### src/rtl/sat_cla_pkg.sv
package sat_cla_pkg;
  localparam int unsigned GRP_W = 4;

  typedef struct packed {
    logic [GRP_W-1:0] gen;
    logic [GRP_W-1:0] prp;
  } grp_gp_t;
endpackage

### src/rtl/sat_cla_group.sv
module sat_cla_group
  import sat_cla_pkg::*;
(
  input  logic [GRP_W-1:0] x_i,
  input  logic [GRP_W-1:0] y_i,
  input  logic             c_i,
  output logic [GRP_W-1:0] s_o,
  output logic             c_o
);
  grp_gp_t          gp;
  logic [GRP_W-1:0] cin;

  always_comb begin
    gp.gen = x_i & y_i;
    gp.prp = x_i | y_i;
  end

  // flattened two-level carries, no bit-to-bit ripple
  always_comb begin
    cin[0] = c_i;
    cin[1] = gp.gen[0] | (gp.prp[0] & c_i);
    cin[2] = gp.gen[1] | (gp.prp[1] & gp.gen[0])
           | (gp.prp[1] & gp.prp[0] & c_i);
    cin[3] = gp.gen[2] | (gp.prp[2] & gp.gen[1])
           | (gp.prp[2] & gp.prp[1] & gp.gen[0])
           | (gp.prp[2] & gp.prp[1] & gp.prp[0] & c_i);
    c_o    = gp.gen[3] | (gp.prp[3] & gp.gen[2])
           | (gp.prp[3] & gp.prp[2] & gp.gen[1])
           | (gp.prp[3] & gp.prp[2] & gp.prp[1] & gp.gen[0])
           | (gp.prp[3] & gp.prp[2] & gp.prp[1] & gp.prp[0] & c_i);
  end

  assign s_o = x_i ^ y_i ^ cin;
endmodule

### src/rtl/sat_cla_chain.sv
module sat_cla_chain
  import sat_cla_pkg::*;
#(
  parameter int unsigned WIDTH = 8
) (
  input  logic [WIDTH-1:0] a_i,
  input  logic [WIDTH-1:0] b_i,
  input  logic             sub_i,
  output logic [WIDTH-1:0] raw_o,
  output logic             bx_msb_o,
  output logic             cout_o
);
  localparam int unsigned NGRP = WIDTH / GRP_W;

  logic [WIDTH-1:0] bx;
  logic [NGRP:0]    gc;

  assign bx    = b_i ^ {WIDTH{sub_i}};
  assign gc[0] = sub_i;

  for (genvar gi = 0; gi < NGRP; gi++) begin : g_grp
    sat_cla_group i_grp (
      .x_i (a_i[gi*GRP_W +: GRP_W]),
      .y_i (bx[gi*GRP_W +: GRP_W]),
      .c_i (gc[gi]),
      .s_o (raw_o[gi*GRP_W +: GRP_W]),
      .c_o (gc[gi+1])
    );
  end

  assign bx_msb_o = bx[WIDTH-1];
  assign cout_o   = gc[NGRP];
endmodule

### src/rtl/sat_cla_clamp.sv
module sat_cla_clamp #(
  parameter int unsigned WIDTH = 8
) (
  input  logic [WIDTH-1:0] raw_i,
  input  logic             a_msb_i,
  input  logic             bx_msb_i,
  input  logic             cout_i,
  output logic [WIDTH-1:0] sum_o,
  output logic             ovf_o
);
  localparam logic [WIDTH-1:0] POS_LIM = {1'b0, {(WIDTH-1){1'b1}}};
  localparam logic [WIDTH-1:0] NEG_LIM = {1'b1, {(WIDTH-1){1'b0}}};

  logic true_sign;

  // sign of the (WIDTH+1)-bit exact result
  assign true_sign = a_msb_i ^ bx_msb_i ^ cout_i;
  assign ovf_o     = true_sign ^ raw_i[WIDTH-1];

  always_comb begin
    if (!ovf_o)        sum_o = raw_i;
    else if (true_sign) sum_o = NEG_LIM;
    else               sum_o = POS_LIM;
  end
endmodule

### src/rtl/sat_cla_addsub.sv
module sat_cla_addsub
  import sat_cla_pkg::*;
#(
  parameter int unsigned WIDTH = 8
) (
  input  logic [WIDTH-1:0] a_i,
  input  logic [WIDTH-1:0] b_i,
  input  logic             sub_i,
  output logic [WIDTH-1:0] sum_o,
  output logic             ovf_o
);
  if ((WIDTH % GRP_W) != 0 || WIDTH == 0) begin : g_bad_width
    $error("sat_cla_addsub: WIDTH must be a nonzero multiple of 4");
  end

  logic [WIDTH-1:0] raw;
  logic             bx_msb;
  logic             cout;

  sat_cla_chain #(.WIDTH(WIDTH)) i_chain (
    .a_i      (a_i),
    .b_i      (b_i),
    .sub_i    (sub_i),
    .raw_o    (raw),
    .bx_msb_o (bx_msb),
    .cout_o   (cout)
  );

  sat_cla_clamp #(.WIDTH(WIDTH)) i_clamp (
    .raw_i    (raw),
    .a_msb_i  (a_i[WIDTH-1]),
    .bx_msb_i (bx_msb),
    .cout_i   (cout),
    .sum_o    (sum_o),
    .ovf_o    (ovf_o)
  );
endmodule

### config.mk
export PLATFORM = sky130hd
export DESIGN_NAME = sat_cla_addsub
export DESIGN_NICKNAME = d
export VERILOG_FILES = /design/src/rtl/sat_cla_pkg.sv /design/src/rtl/sat_cla_group.sv /design/src/rtl/sat_cla_chain.sv /design/src/rtl/sat_cla_clamp.sv /design/src/rtl/sat_cla_addsub.sv
export SDC_FILE = /design/constraint.sdc
export NUM_CORES = 1
export LEC_CHECK = 0
export BUFFER_PORTS_ARGS = -buffer_cell sky130_fd_sc_hd__buf_2
export CORE_ASPECT_RATIO = 0.75
export CORE_MARGIN = 2
export CORE_UTILIZATION = 25
export DETAILED_ROUTE_END_ITERATION = 10
export PLACE_DENSITY = 0.46
export SYNTH_ARGS = -nofsm -noshare
export SYNTH_HDL_FRONTEND = slang
export SYNTH_HIERARCHICAL = 1
export SYNTH_SLANG_ARGS = --single-unit
### constraint.sdc
create_clock -name vclk -period 13.6
set_input_delay 2.72 -clock vclk [all_inputs]
set_output_delay 2.72 -clock vclk [all_outputs]
set_load 0.02 [all_outputs]
### Word-level counts from Yosys, hierarchy flattened

Cells that the tools add are included.

* muxes and demuxes: 2
* bitwise operators: 64

Operators by type and width (count)
* AND 1 bit: 32
* bitwise OR 1 bit: 20
* 2-to-1 mux 8 bit: 2
* bitwise XOR 4 bit: 4
* AND 4 bit: 2
* bitwise OR 4 bit: 2
* bitwise XOR 8 bit: 1
* bitwise XOR 1 bit: 3

* input port bits: 17
* output and inout port bits: 9
* flip-flop bits (word level): 0

### Longest topological paths before layout

* depth in word-level cells: 12
* gate-level depth with buffers: 14
* depth with buffers taken out: 12

### Modules after synthesis

Netlist, hierarchy kept.

Modules (own cells, without submodules)
* sat_cla_group: seq. area each 0.0 um2, instances 2, cells each 38, area an instance 276.5 um2
* sat_cla_clamp: seq. area each 0.0 um2, instances 1, cells each 22, area an instance 176.4 um2
* sat_cla_chain: seq. area each 0.0 um2, instances 1, cells each 9, area an instance 81.3 um2

### Worst setup path after synthesis

OpenSTA, ideal clock, no wires.

* path kind: input -> output
* from: in sub_i
* to: out sum_o[0]
* stages on the path: 14
* arrival: 6.198 ns
* path slack: 4.682 ns
* buffers on the path: 2
* path through: buf_6 -> xor2_1 -> inv_1 -> ha_1 -> nand2b_1 -> a311o_1 -> a21oi_1 -> nand2b_1 -> a311o_1 -> a21oi_1 -> xor3_2 -> ha_1 -> buf_1 -> mux2i_1

* elaborated cells on any way between the ends: 44
* those cells by class: mux (2); bitwise (42)

RTL lines
* start, declared: RTL line sat_cla_addsub.sv:8 `input logic sub_i,`
* bitwise XOR 8 bit *: RTL line sat_cla_chain.sv:18 `assign bx = b_i ^ {WIDTH{sub_i}};`
* named net i_chain.bx[0]: RTL line sat_cla_chain.sv:15 `logic [WIDTH-1:0] bx;`
* AND 4 bit or bitwise OR 4 bit (tied branches): RTL line sat_cla_group.sv:14, sat_cla_group.sv:15
* AND 1 bit, on equally long branches: RTL line sat_cla_group.sv:29, sat_cla_group.sv:30
* bitwise OR 1 bit or AND 1 bit (tied branches): RTL line sat_cla_group.sv:29, sat_cla_group.sv:30
* bitwise OR 1 bit *: RTL line sat_cla_group.sv:30 `| (gp.prp[3] & gp.prp[2] & gp.prp[1] & gp.prp[0] & c_i);`
* named net i_chain.gc[1]: RTL line sat_cla_chain.sv:16 `logic [NGRP:0] gc;`
* AND 1 bit *: RTL line sat_cla_group.sv:30
* bitwise OR 1 bit *: RTL line sat_cla_group.sv:30
* named net cout: RTL line sat_cla_addsub.sv:18 `logic cout;`
* bitwise XOR 1 bit *: RTL line sat_cla_clamp.sv:17 `assign true_sign = a_msb_i ^ bx_msb_i ^ cout_i;`
* 2-to-1 mux 8 bit or bitwise XOR 1 bit (tied branches): RTL line sat_cla_clamp.sv:22, sat_cla_clamp.sv:18
* 2-to-1 mux 8 bit *: RTL line sat_cla_clamp.sv:21 `if (!ovf_o) sum_o = raw_i;`
* end, declared: RTL line sat_cla_addsub.sv:9 `output logic [WIDTH-1:0] sum_o,`

The timed path passes the listed nets; every way through them passes the cells marked *.

### Worst setup path in the final report

* from: in sub_i
* to: out sum_o[3]

Same word-level chain as after synthesis.

==> summary.md <==
| Metric | Value |
|---|---|
| ANT nets after route | 0 |
| Worst setup margin | 4.39 ns |
| Setup Fix Bufs, Post-CTS | 0 |
| Top Ports | 26 |
| Peak VDD IR | 0.0247 mV |
| Area after DPL | 973 sq um |
| Sequential power share | 0% |
| Post-Syn Instances | 107 |
| Critical path buffers and inverters | 3 |
| Final Cell Area | 973 sq um |
| Min-delay src | a_i[6] |
| Proportion of layout cells with a drive suffix above 1 | 21.4% |
| Area share of the largest cell type after synthesis | 32.4% |
| Hold_buf cts | 0 |
| CP Launch Type | primary input |
| Syn Std Cell Area | 811 sq um |
| Critical Path Max Stage Delay | 0.56 ns |
| Worst-margin pin slew | 0.433 ns |
| WP data required | 10.88 ns |
| Avg WL per Cell | 9.18 um |
| Crit path DAT | 6.49 ns |
| Min-Delay Path Depth | 7 |
| Largest cells by area after synthesis | ha_1, inv_1, xor2_1, mux2i_1, fa_1 |
| # resized after CTS | 0 |
| Crit-path slowest cell | xor3_2 |
| Clock share of power | 0% |
| First-pass GRT wire length | 2590 um |
| Routed WL | 1550 um |
| CP Max Fanout | 10 |
| Peak Freq | 109 MHz |
| Area delta synth->final | 20.1% |
| DIE HEIGHT | 53.3 um |
| Crit path max-delay family | compound AO/OA/AOI/OAI gates |
| Vias in the first global route | 623 |
| Leakage | 0.613 nW |
| Hold Crit Class | primary input to output pin |
| Vias post-DR | 679 |
| Most frequent cell after synthesis | inv_1 |
| DRT Pass-1 Iters | 4 |
| Total chip power | 0.0000973 W |
| Vias per cell | 4.02 |
| Combinational share of power | 100.0% |
| Initial Utilization | 26.8% |
| Total Die Area | 3720 sq um |
| FFs & Latches | 0 |
| Final setup vio count | 0 |
| Initial antenna violation count | 0 |
| Switching share of power | 59.4% |
| GRT Util Overall | 8.24% |
| Register area | 0 sq um |
| Top post-synthesis cells by count | inv_1, ha_1, xor2_1 |
| Synth Warn # | 6 |
| Clock buf count | 0 |
| Fin Setup TNS | 0 ns |
| Largest net degree at the start of global routing | 11 |
| Seq/Total Area, Yosys | 0% |
| Cell Chain, Critical Path | buf_2, xor2_1, inv_1, ha_1, nand2b_1, a311o_1, a21oi_1, nand2b_1, a311o_1, a21oi_1, xor3_2, ha_1, mux2i_1, buf_2 |
| Filler instances | 327 |
| Period utilization | 67.7% |
| # diodes | 0 |
| Total grt overflow | 0 |
| Initial DRC Count | 11 |
| Pre-CTS setup slack | 4.38 ns |
| Synth area leader | ha_1 |
| Post-synthesis area per instance | 7.58 sq um |
| Port Buffer Count | 26 |
| Critical setup path kind | primary input to output pin |
| CP endpoint kind | output pin |
| Int Pwr | 0.0000395 W |
| DRC viols | 0 |
| Power Density | 100 nW/um^2 |
| Yosys cell types | 19 |
| Unrepaired setup endpoints after global routing | false |
| Die width | 69.8 um |
| Hold EP | sum_o[6] |
| Fin nets | 173 |
| Number of max-cap violations | 0 |
| Synthesized Nets | 147 |
| Net switching power | 0.0000578 W |
| Relative slew slack | 70.4% |
| Routability cong. | 0.770 |
| FP Rows | 17 |
| Fin. max-slew vios | 0 |
| HPWL Detailed | 1410 um |
| Endpoints failing hold | 0 |
| Status | finished clean |
| Area of the core | 3020 sq um |
| Min Tclk post-route | 9.21 ns |
-- final cells by class --
class              instances  area (sq um)  area share, %
repair buffers            26           130           13.4
well taps                 38          47.5           4.88
inverters                 35           131           13.5
multi-input cells         70           664           68.3
-- cell families after synthesis --
logic type | Yosys count | share of synthesized area (%)
buffers and inverters | 37 | 18.1
adder cells (fa/ha/maj) | 23 | 37.3
AND/OR/NAND/NOR | 15 | 9.10
XOR/XNOR | 13 | 16.0
AO/OA/AOI/OAI | 12 | 10.8
multiplexers | 7 | 8.64
-- power groups by stage --
| stage | clock (W) | sequential (W) | combinational (W) |
|---|---|---|---|
| global placement | 0 | 0 | 0.0000978 |
| detailed placement | 0 | 0 | 0.0000985 |
| CTS | 0 | 0 | 0.0000989 |
| finish | 0 | 0 | 0.0000973 |
| global route | 0 | 0 | 0.000108 |
| floorplan | 0 | 0 | 0.0000714 |
-- worst max path at each step --
stage,from,endpoint,cells after the start
after floorplan,sub_i,sum_o[0],14
after global placement,sub_i,sum_o[3],14
after detailed placement,sub_i,sum_o[3],14
after CTS,sub_i,sum_o[3],14
after global routing,sub_i,sum_o[4],14
final,sub_i,sum_o[3],14
-- placed cells by master (no fill, tap or decap) --
cell       Yosys  routed
a2111oi_0      2       2
xor2_1        10      10
ha_1          21      21
a211oi_1       2       2
nand2b_1       2       2
a21oi_1        4       4
o31ai_1        2       2
inv_1         35      35
mux2i_1        7       7
nor2_1         6       6
or2_2          1       1
a311o_1        2       2
xnor2_1        2       2
buf_2          0      26
nand2_1        2       2
nor2b_1        4       4
xor3_2         1       1
fa_1           2       2
-- per-layer routing --
layer | wire length (um) | up-vias | global-route usage (%)
li1 | - | 376 | -
met5 | 0 | - | 0
met1 | 775 | 295 | 10.9
met2 | 733 | 8 | 15.9
met4 | 0 | 0 | 0
met3 | 41 | 0 | 0.381
-- metrics by stage --
stage | util, % | hold slack, ns | instances
floorplan | - | 5.85 | 107
global placement | 32.2 | 6.05 | 169
detailed placement | 32.2 | 6.06 | 169
CTS | 32.2 | 6.06 | 169
global route | 32.2 | 6.12 | 169
finish | 32.2 | 6.05 | 169
-- worst min-delay path, delay by kind of cell --
kind | cells | cell delay, ns
adder cells (fa/ha/maj) | 1 | 0.14
XOR/XNOR | 1 | 0.06
multiplexers | 1 | 0.06
buffers and inverters | 4 | 0.35
Power figures use the tool's default switching activity.
